<file path="src/rtl/plcp_pkg.sv">
package plcp_pkg;

  localparam logic [7:0] ALIGN_HI   = 8'hF6;
  localparam logic [7:0] ALIGN_LO   = 8'h28;
  localparam logic [7:0] FILL_PAIR  = 8'hCC;
  localparam logic [7:0] FILL_HALF  = 8'hC0;
  localparam logic [3:0] FEBE_MAX   = 4'd8;
  localparam logic [3:0] FEBE_NONE  = 4'hF;

  // Row identifier: row number in bits [5:2], bit 0 gives odd parity over it.
  function automatic logic [7:0] poi_code(input logic [3:0] n);
    return {2'b00, n, 1'b0, ~^n};
  endfunction

  function automatic logic [3:0] febe_code(input logic [3:0] cnt, input logic vld);
    if (!vld)                 return FEBE_NONE;
    else if (cnt > FEBE_MAX)  return FEBE_MAX;
    else                      return cnt;
  endfunction

  function automatic logic [7:0] cycle_code(input logic [1:0] ph);
    case (ph)
      2'd0:    return 8'hFF;
      2'd1:    return 8'h00;
      default: return 8'h66;
    endcase
  endfunction

  // Phase 1 is the long (14-nibble) trailer frame.
  function automatic logic long_trailer(input logic [1:0] ph);
    return ph == 2'd1;
  endfunction

endpackage

</file>
<file path="src/rtl/plcp_slot_ctr.sv">
module plcp_slot_ctr #(
  parameter int ROWS      = 12,
  parameter int ROW_BYTES = 57,
  parameter int TRL_BYTES = 7
) (
  input  logic                           clk,
  input  logic                           rst_n,
  output logic [$clog2(ROWS+1)-1:0]      row,
  output logic [$clog2(ROW_BYTES)-1:0]   col,
  output logic [1:0]                     phase,
  output logic                           in_trl,
  output logic                           frame_end
);
  localparam int RW = $clog2(ROWS+1);
  localparam int CW = $clog2(ROW_BYTES);
  localparam logic [RW-1:0] TRL_ROW = RW'(ROWS);
  localparam logic [CW-1:0] COL_END = CW'(ROW_BYTES-1);
  localparam logic [CW-1:0] TRL_END = CW'(TRL_BYTES-1);

  logic [RW-1:0] row_q;
  logic [CW-1:0] col_q;
  logic [1:0]    ph_q;
  logic          row_end;

  assign in_trl    = (row_q == TRL_ROW);
  assign frame_end = in_trl && (col_q == TRL_END);
  assign row_end   = !in_trl && (col_q == COL_END);

  always_ff @(posedge clk or negedge rst_n) begin
    if (!rst_n) begin
      row_q <= '0;
      col_q <= '0;
      ph_q  <= '0;
    end else if (frame_end) begin
      row_q <= '0;
      col_q <= '0;
      ph_q  <= (ph_q == 2'd2) ? 2'd0 : ph_q + 2'd1;
    end else if (row_end) begin
      row_q <= row_q + 1'b1;
      col_q <= '0;
    end else begin
      col_q <= col_q + 1'b1;
    end
  end

  assign row   = row_q;
  assign col   = col_q;
  assign phase = ph_q;

  assert_col_in_row_R2: assert property (@(posedge clk) disable iff (!rst_n)
    !in_trl |-> col_q <= COL_END);
  assert_col_in_trl_R7: assert property (@(posedge clk) disable iff (!rst_n)
    in_trl |-> col_q <= TRL_END);
  assert_phase_legal_R6: assert property (@(posedge clk) disable iff (!rst_n)
    ph_q != 2'd3);
  assert_phase_moves_R6: assert property (@(posedge clk) disable iff (!rst_n)
    !frame_end |=> $stable(ph_q));
endmodule

</file>
<file path="src/rtl/plcp_bip8.sv">
module plcp_bip8 (
  input  logic       clk,
  input  logic       rst_n,
  input  logic       en,
  input  logic [7:0] din,
  input  logic       frame_end,
  output logic [7:0] b1
);
  logic [7:0] acc_q;
  logic [7:0] b1_q;

  always_ff @(posedge clk or negedge rst_n) begin
    if (!rst_n) begin
      acc_q <= '0;
      b1_q  <= '0;
    end else if (frame_end) begin
      b1_q  <= acc_q;
      acc_q <= '0;
    end else if (en) begin
      acc_q <= acc_q ^ din;
    end
  end

  assign b1 = b1_q;

  assert_b1_hold_R5: assert property (@(posedge clk) disable iff (!rst_n)
    !frame_end |=> $stable(b1_q));
  assert_no_accum_in_trailer_R5: assert property (@(posedge clk) disable iff (!rst_n)
    frame_end |=> acc_q == 8'h00 || en);
endmodule

</file>
<file path="src/rtl/plcp_frame_gen.sv">
module plcp_frame_gen #(
  parameter int ROWS       = 12,
  parameter int CELL_BYTES = 53
) (
  input  logic       clk,
  input  logic       rst_n,
  input  logic [7:0] cell_data,
  output logic       cell_take,
  output logic       cell_sop,
  input  logic [3:0] rx_febe_cnt,
  input  logic       rx_febe_vld,
  input  logic       rx_yellow,
  output logic [7:0] o_byte,
  output logic       o_sof,
  output logic       o_oh,
  output logic       o_half
);
  import plcp_pkg::*;

  localparam int ROW_BYTES = CELL_BYTES + 4;
  localparam int TRL_BYTES = 7;
  localparam int RW = $clog2(ROWS+1);
  localparam int CW = $clog2(ROW_BYTES);
  localparam logic [RW-1:0] ROW_B1  = RW'(ROWS-5);
  localparam logic [RW-1:0] ROW_G1  = RW'(ROWS-4);
  localparam logic [RW-1:0] ROW_C1  = RW'(ROWS-1);
  localparam logic [RW-1:0] POI_TOP = RW'(ROWS-1);
  localparam logic [CW-1:0] COL_A2  = CW'(1);
  localparam logic [CW-1:0] COL_POI = CW'(2);
  localparam logic [CW-1:0] COL_POH = CW'(3);
  localparam logic [CW-1:0] COL_CEL = CW'(4);
  localparam logic [CW-1:0] TRL_END = CW'(TRL_BYTES-1);

  logic [RW-1:0] row;
  logic [CW-1:0] col;
  logic [1:0]    phase;
  logic          in_trl, frame_end;
  logic [7:0]    b1, poh_byte, g1_byte, slot_byte;
  logic [RW-1:0] poi_idx;
  logic          slot_oh, slot_half, slot_sof, bip_en, g1_slot;

  plcp_slot_ctr #(.ROWS(ROWS), .ROW_BYTES(ROW_BYTES), .TRL_BYTES(TRL_BYTES)) ctr_i (
    .clk(clk), .rst_n(rst_n), .row(row), .col(col), .phase(phase),
    .in_trl(in_trl), .frame_end(frame_end)
  );

  assign poi_idx = POI_TOP - row;
  assign g1_byte = {febe_code(rx_febe_cnt, rx_febe_vld), rx_yellow, 3'b000};
  assign g1_slot = !in_trl && (row == ROW_G1) && (col == COL_POH);

  always_comb begin
    if      (row == ROW_B1) poh_byte = b1;
    else if (row == ROW_G1) poh_byte = g1_byte;
    else if (row == ROW_C1) poh_byte = cycle_code(phase);
    else                    poh_byte = 8'h00;
  end

  always_comb begin
    slot_half = 1'b0;
    slot_oh   = 1'b1;
    cell_take = 1'b0;
    if (in_trl) begin
      slot_half = (col == TRL_END) && !long_trailer(phase);
      slot_byte = slot_half ? FILL_HALF : FILL_PAIR;
    end else if (col == '0) begin
      slot_byte = ALIGN_HI;
    end else if (col == COL_A2) begin
      slot_byte = ALIGN_LO;
    end else if (col == COL_POI) begin
      slot_byte = poi_code(4'(poi_idx));
    end else if (col == COL_POH) begin
      slot_byte = poh_byte;
    end else begin
      slot_byte = cell_data;
      slot_oh   = 1'b0;
      cell_take = 1'b1;
    end
  end

  assign cell_sop = !in_trl && (col == COL_CEL);
  assign slot_sof = (row == '0) && (col == '0);
  assign bip_en   = !in_trl && (col >= COL_POH);

  plcp_bip8 bip_i (
    .clk(clk), .rst_n(rst_n), .en(bip_en), .din(slot_byte),
    .frame_end(frame_end), .b1(b1)
  );

  always_ff @(posedge clk or negedge rst_n) begin
    if (!rst_n) begin
      o_byte <= '0;
      o_sof  <= 1'b0;
      o_oh   <= 1'b0;
      o_half <= 1'b0;
    end else begin
      o_byte <= slot_byte;
      o_sof  <= slot_sof;
      o_oh   <= slot_oh;
      o_half <= slot_half;
    end
  end

  assert_sof_is_align_R2: assert property (@(posedge clk) disable iff (!rst_n)
    o_sof |-> (o_oh && o_byte == ALIGN_HI));
  assert_half_ends_frame_R7: assert property (@(posedge clk) disable iff (!rst_n)
    o_half |=> o_sof);
  assert_half_is_oh_R7: assert property (@(posedge clk) disable iff (!rst_n)
    o_half |-> (o_oh && o_byte == FILL_HALF));
  assert_take_not_trailer_R3: assert property (@(posedge clk) disable iff (!rst_n)
    cell_take |=> !o_oh);
  assert_febe_range_R8: assert property (@(posedge clk) disable iff (!rst_n)
    g1_slot |-> (g1_byte[7:4] <= FEBE_MAX || g1_byte[7:4] == FEBE_NONE));
endmodule

</file>
<file path="config.mk">
export PLATFORM = sky130hd
export DESIGN_NAME = plcp_frame_gen
export DESIGN_NICKNAME = d
export VERILOG_FILES = /design/src/rtl/plcp_pkg.sv /design/src/rtl/plcp_slot_ctr.sv /design/src/rtl/plcp_bip8.sv /design/src/rtl/plcp_frame_gen.sv
export SDC_FILE = /design/constraint.sdc
export NUM_CORES = 1
export LEC_CHECK = 0
export ABC_AREA = 1
export CAP_MARGIN = 20
export CORE_MARGIN = 8
export CORE_UTILIZATION = 35
export CTS_CLUSTER_SIZE = 20
export DETAILED_ROUTE_END_ITERATION = 10
export DONT_BUFFER_PORTS = 1
export PLACE_DENSITY = 0.52
export SLEW_MARGIN = 20
export SYNTH_ARGS = -nofsm -noshare
export SYNTH_HDL_FRONTEND = slang
export SYNTH_HIERARCHICAL = 1
export SYNTH_SLANG_ARGS = --single-unit
</file>
<file path="constraint.sdc">
create_clock -name clk -period 4.15 [get_ports clk]
set_input_delay 0.83 -clock clk [delete_from_list [all_inputs] [get_ports clk]]
set_output_delay 0.83 -clock clk [all_outputs]
set_load 0.02 [all_outputs]
</file>
==> results by group, run 1 <==
Logic synthesis
  • Seq cells post-synth: 39
  • Cell Area, Synth: 2300 sq um
  • Adder-cell share of the synthesized area: 0.0543
  • Post-synth EDFFs: 0
  • Yosys Warn Count: 6
  • Commonest cells in the synthesized netlist: 85 x nand2_1, 39 x dfrtp_1, 31 x nor2_1
  • Synth Flop Type: dfrtp_1
  • Largest family of logic cells by synthesized area: simple AND/OR/NAND/NOR gates
  • Top-count cell post-synth: nand2_1
  • Synth cell types: 32
  • Syn Nets: approximately 320
  • Fraction of registers with async set/reset: 1.00
  • Area contributors post-synth: dfrtp_1 42%, nand2_1 14%, ha_1 5.4%
  • Synth Area in Compound Gates: 0.0733
  • Share of the yosys chip area belonging to registers: 0.423
  • Synth Area in Simple Gates: 0.328
  • Post-synth top area cell: dfrtp_1
  • Mapped Cells: 292
  • Post-synthesis mux area share: 0
  • Mean area per synthesized cell: 7.89 sq um
  • Area share of the largest cell type after synthesis: 0.423
  • XOR/XNOR Fraction of Synth Area: 0.0304

Routing
  • Initial DRT Pass Iterations: 4
  • Drt total wl: ~5.4 mm
  • Via count: 1791
  • Initial drt markers: 102
  • Routed len/inst: 14.4 um
  • Remaining DRCs: 0
  • Vias per inst: 4.80
  • Antenna-violating nets left: 0

Clocking
  • Htree depth: 2
  • CTS Buf Count: 5
  • Post-CTS Setup Repair Bufs: 0
  • PostCTS Resize Cnt: 0
  • Clk sinks: 39
  • CTS Root Cell: clkbuf_8
  • CTS tree: yes
  • Hold_buf cts: 0
  • Max clock buf depth: 2
  • Clk_lat worst skew: 290 ps
  • Reg clk slew, reported paths: 80 ps

Floorplanning
  • Rows: 29
  • Die height: around 97 um
  • Die Area: 9440 sq um
  • Die X: 97.1 um
  • Core ar.: 6350 sq um
  • Initial Util: 0.363
  • IO Count: 29

Power
  • Flop pwr share: 0.585
  • Combinational share of power: 0.045
  • NetSw: 0.165 mW
  • Pint: approximately 0.54 mW
  • Clock share of power: 0.370
  • Cell Pwr Density: roughly 290 nW/um^2
  • Sw Share: 0.234
  • LEAKAGE: around 1.3 nW
  • VDD IR max: 0.162 mV

Cells and area
  • Number of antenna diodes: 0
  • Final net count: roughly 320
  • Syn-to-layout area delta: 5.97%
  • Layout cell share with drive strength beyond 1: 0.135

Placement
  • PortBufs: 0
  • Detailed Place HPWL: 3.98 mm
  • Gpl congestion: roughly 0.83

Run status
  • Status: complete, no violations

Global routing
  • GRT overflow: 0
  • First-pass GRT wire length: 9.05 mm
  • Vias in the first global route: 1759
  • Largest net degree at the start of global routing: 40
  • GR Util All Layers: 0.118
  • Initial antenna violation count: 0

Setup path
  • Crit path capture type: output port
  • Critical Path RT: 3320 ps
  • Type of origin of the critical path: flop
  • Crit Path Category: reg2out
  • CP max FO: 8
  • Crit path DAT: roughly 2100 ps

Timing
  • Unrepaired setup endpoints after global routing: false
  • Max_slew headroom: 0.604
  • Final period util: 0.705
  • Final hold slack: 226 ps
  • Final setup vio count: 0
  • Final min period: about 3000 ps
  • Setup TNS: 0 ps
  • Final hold violation count: 0
  • Final Max Slew Viols: 0
  • Slew @ Worst Pin: 594 ps
  • Fmax: roughly 340 MHz
  • Final setup skew: ~12 ps

Flow run
  • Max-Cap Viols: 0

Min path
  • Hold Crit Class: in2async
==> per-layer routing <==
layer  vias to the layer above  global-route usage  wire, um
met5                         -                   0         0
met4                         0              0.0450        82
met3                         5              0.0334       336
met2                        37               0.185      2410
met1                       826               0.150      2550
li1                        923                   -         -
==> critical path, cell delays in order (launching register included) <==
cell and delay [ps]:
dfrtp_1 440, inv_1 90, ha_1 210, nand3_2 90, clkinv_1 200, inv_1 250, nand3_1 110, nor4_1 220
buf_4 200
==> registers in the layout (all words and copies together) (netlist names) <==
name         cells
bip_i/acc_q      8
bip_i/b1         8
ctr_i/col        6
ctr_i/phase      2
ctr_i/row        4
o_byte           8
o_half           1
o_oh             1
o_sof            1
==> cell families after synthesis <==
group | count (synthesis)
buffers and inverters | 42
DFF | 39
adders and majority gates | 10
xor gates and xnor gates | 8
and+or+nand+nor | 163
AOI/OAI and AO/OA | 30
==> per-stage QoR <==
step                total power, mW  std cells   util  worst slack [ps]  cell area, sq um
finish                        0.705        373  0.385              1220              2440
detailed placement            0.452        366  0.371              1510              2350
CTS                           0.717        373  0.385              1200              2440
floorplan                     0.443        292      -              1500              2300
global placement              0.450        366  0.371              1570              2350
global route                  0.739        373  0.385              1070              2440
==> cells in the final DEF (no fill, tap or decap), types with 2 or more instances in the layout <==
| cell type | n |
|---|---|
| nand3_1 | 23 |
| xnor2_1 | 5 |
| a21oi_2 | 3 |
| nand2_4 | 3 |
| o21ai_0 | 5 |
| nor2_2 | 2 |
| nor2_4 | 3 |
| clkbuf_8 | 6 |
| nand2_1 | 85 |
| inv_1 | 27 |
| nand3_2 | 4 |
| ha_1 | 10 |
| xor2_1 | 3 |
| nor2_1 | 31 |
| nand2_2 | 5 |
| dfrtp_1 | 39 |
| inv_2 | 8 |
| o21ai_1 | 4 |
| nand4_1 | 2 |
| a21oi_1 | 15 |
==> power by group through the flow <==
stage	clock (mW)	combinational, mW	sequential [mW]
detailed placement	0	0.0321	0.419
global placement	0	0.0310	0.419
global route	0.288	0.0369	0.414
floorplan	0	0.0261	0.417
finish	0.261	0.0318	0.412
CTS	0.272	0.0323	0.412
==> worst paths after layout <==
kind                                          start                          to  slack (ps)  cells past startpoint
min                                           rst_n      ctr_i/col[4]$_DFF_PN0_         230                      0
max                        ctr_i/row[0]$_DFFE_PN0P_                    cell_sop        1220                      8
min reg2reg                 bip_i/b1[4]$_DFFE_PN0P_     bip_i/b1[4]$_DFFE_PN0P_         480                      2
min in group clk            bip_i/b1[4]$_DFFE_PN0P_     bip_i/b1[4]$_DFFE_PN0P_         480                      2
max reg2reg                ctr_i/row[0]$_DFFE_PN0P_  bip_i/acc_q[2]$_DFFE_PN0P_        1910                     10
max in group asynchronous                     rst_n             o_sof$_DFF_PN0_        3810                      0
==> area by class of cell <==
| cell class | count | area, sq um |
|---|---|---|
| fillers | 636 | 3910 |
| clock inverters | 1 | 5.00 |
| well taps | 77 | 96.3 |
| repair buffers | 1 | 7.51 |
| inverters | 38 | 155 |
| multi-input cells | 211 | 1120 |
| clock buffers | 6 | 82.6 |
| flip-flops and latches | 39 | 976 |
Note: power is estimated with default switching activity, not from simulation.
==> run 2: changes to the inputs <==
- clock period: 4.15 -> 2.95 ns (I/O delays scaled with it)
==> run 2 against run 1 <==
Die area unchanged. Hold slack got worse by 100 ps. Critical path type unchanged. Largest cell class unchanged. Non-clock buffer count up 1. Count of clock-buffer cells in the layout unchanged. Cell area is 2.0% higher. Routed wire length is 0.50% higher. Final cell count grew 0.54%. Clock power increased by 79%. Sequential power rose by 41%. First-iteration DRC count down 31%.
==> results by group, run 2 (synthesis gave the netlist of run 1 again) <==
Clocking
  • CTS Root Cell: clkbuf_8 (unchanged)
  • Clk sinks: 39 (unchanged)
  • Clk_lat worst skew: 300 ps (was 290 ps)
  • Max clock buf depth: 2 (unchanged)
  • CTS tree: yes (unchanged)
  • PostCTS Resize Cnt: 0 (unchanged)
  • Htree depth: 2 (unchanged)
  • CTS Buf Count: 5 (unchanged)
  • Reg clk slew, reported paths: 80 ps (about the same)

Cells and area
  • Commonest non-fill, non-tap cell in the layout: nand2_1 (unchanged)
  • Final core utilization: 0.393 (was 0.385)
  • Number of antenna diodes: 0 (unchanged)
  • Area of the multi-input gates: 1120 sq um (unchanged)
  • Layout cell share with drive strength beyond 1: 0.141 (was 0.135)
  • Seq. cell area: 976 sq um (unchanged)
  • Syn-to-layout area delta: 8.14% (was 5.97%)
  • Most frequent cells in the layout: 85 x nand2_1, 39 x dfrtp_1, 31 x nor2_1 (unchanged)
  • Final net count: 323 (was 322)
  • Filler instances: 637 (was 636)

Routing
  • Routed len/inst: 14.4 um (about the same)
  • Antenna-violating nets left: 0 (unchanged)
  • Via count: 1805 (was 1791)
  • Initial drt markers: 70 (was 102)
  • Initial DRT Pass Iterations: 4 (unchanged)
  • Remaining DRCs: 0 (unchanged)
  • Vias per inst: 4.81 (was 4.80)
  • Drt total wl: 5.40 mm (was 5.37 mm)

Timing
  • Final hold slack: 123 ps (was 226 ps)
  • Final setup vio count: 0 (unchanged)
  • Slew @ Worst Pin: 553 ps (was 594 ps)
  • Final min period: 2730 ps
  • Final setup skew: 13.4 ps (was 11.5 ps)
  • Final Max Slew Viols: 0 (unchanged)
  • Final hold violation count: 0 (unchanged)
  • Setup TNS: 0 ps (unchanged)
  • Final period util: 0.924
  • Unrepaired setup endpoints after global routing: false (unchanged)
  • Max_slew headroom: 0.631 (was 0.604)
  • Fmax: ~370 MHz

Placement
  • PortBufs: 0 (unchanged)
  • Detailed Place HPWL: 3.98 mm (about the same)
  • Gpl congestion: 0.893 (was 0.835)

Power
  • Cell Pwr Density: 442 nW/um^2 (was 288 nW/um^2)
  • VDD IR max: 0.369 mV (was 0.162 mV)
  • LEAKAGE: 1.29 nW (was 1.27 nW)

Floorplanning
  • Die X: 97.1 um (unchanged)
  • Die height: 97.1 um (unchanged)
  • Die Area: 9440 sq um (unchanged)
  • Core ar.: 6350 sq um (unchanged)
  • IO Count: 29 (unchanged)
  • Rows: 29 (unchanged)
  • Initial Util: 0.363 (unchanged)

Setup path
  • Type of origin of the critical path: flop (unchanged)
  • Delay-heaviest family, CP: buffers and inverters (unchanged)
  • Crit path DAT: 2140 ps (was 2100 ps)
  • Crit-path cells: inv_1 > ha_1 > nand3_2 > clkinv_1 > inv_1 > nand3_1 > nor4_1 > buf_4 (unchanged)
  • CP most frequent cell: inv_1 (unchanged)
  • Critical path's slowest cell: dfrtp_1 (unchanged)
  • Critical Path RT: 2360 ps (was 3320 ps)
  • Crit Path Category: reg2out (unchanged)
  • Crit path capture type: output port (unchanged)
  • CP max stage delay: 440 ps (about the same)
  • CP bufs+invs: 4 (unchanged)
  • CP max FO: 8 (unchanged)

Global routing
  • Largest net degree at the start of global routing: 40 (unchanged)
  • Initial antenna violation count: 0 (unchanged)
  • Vias in the first global route: 1807 (was 1759)
  • GRT overflow: 0 (unchanged)
  • GR Util All Layers: 0.120 (was 0.118)
  • First-pass GRT wire length: 9.10 mm (was 9.05 mm)

Run status
  • Status: complete, no violations (unchanged)

Min path
  • Hold Crit Class: in2async (unchanged)

Flow run
  • Max-Cap Viols: 0 (unchanged)
## run 2: routing by layer
metal	track usage	vias to the layer above	wire length, um
li1	-	928	-
met2	0.187	52	2460
met5	0	-	0
met4	0.0556	0	131
met1	0.147	814	2480
met3	0.0349	11	330
## run 2: path summary, 6_finish.rpt
path	start	end	slack (ps)	cells past startpoint
worst max-delay path	ctr_i/row[0]$_DFFE_PN0P_	cell_sop	220	8
worst min-delay path	rst_n	ctr_i/row[3]$_DFFE_PN0P_	120	1
worst max register to register	ctr_i/row[0]$_DFFE_PN0P_	bip_i/acc_q[3]$_DFFE_PN0P_	740	10
worst min register to register	bip_i/b1[0]$_DFFE_PN0P_	bip_i/b1[0]$_DFFE_PN0P_	480	2
max in group asynchronous	rst_n	bip_i/acc_q[3]$_DFFE_PN0P_	2620	1
min in group clk	bip_i/b1[0]$_DFFE_PN0P_	bip_i/b1[0]$_DFFE_PN0P_	480	2
## run 2: metrics by stage
step / instances / worst slack, ps / power, mW / area, sq um
final: 375 / 224 / 1.10 / 2490
after global routing: 375 / 87.3 / 1.16 / 2490
after CTS: 375 / 214 / 1.12 / 2490
after detailed placement: 366 / 562 / 0.635 / 2350
after global placement: 366 / 624 / 0.633 / 2350
after floorplan: 292 / 541 / 0.623 / 2300
## run 2: final cells by class
| cell class | instances | share of cell area |
|---|---|---|
| Multi-Input combinational cell | 211 | 0.449 |
| Clock buffer | 6 | 0.0331 |
| Sequential cell | 39 | 0.392 |
| Inverter | 38 | 0.0622 |
| Clock inverter | 2 | 0.0141 |
| Timing Repair Buffer | 2 | 0.0110 |
| Tap cell | 77 | 0.0387 |
## run 2: repair_timing
item,in CTS,in global routing
buffers inserted,0,0
hold endpoints to repair,39,0
hold buffers,1,0
## run 2: power breakdown
part / switching (mW) / internal [mW] / total, mW
sequential: 0.0230 / 0.556 / 0.579
combinational: 0.0354 / 0.0221 / 0.0575
clock: 0.192 / 0.274 / 0.466
total: 0.251 / 0.852 / 1.10
## run 2: worst register-to-register path: cells and delay by family, from the launching register on
family                   cells  cell delay [ps]
buffers and inverters        4              970
flip-flops                   1              440
AND/OR/NAND/NOR              4              350
adder cells (fa/ha/maj)      1              210
AO/OA/AOI/OAI                1              120
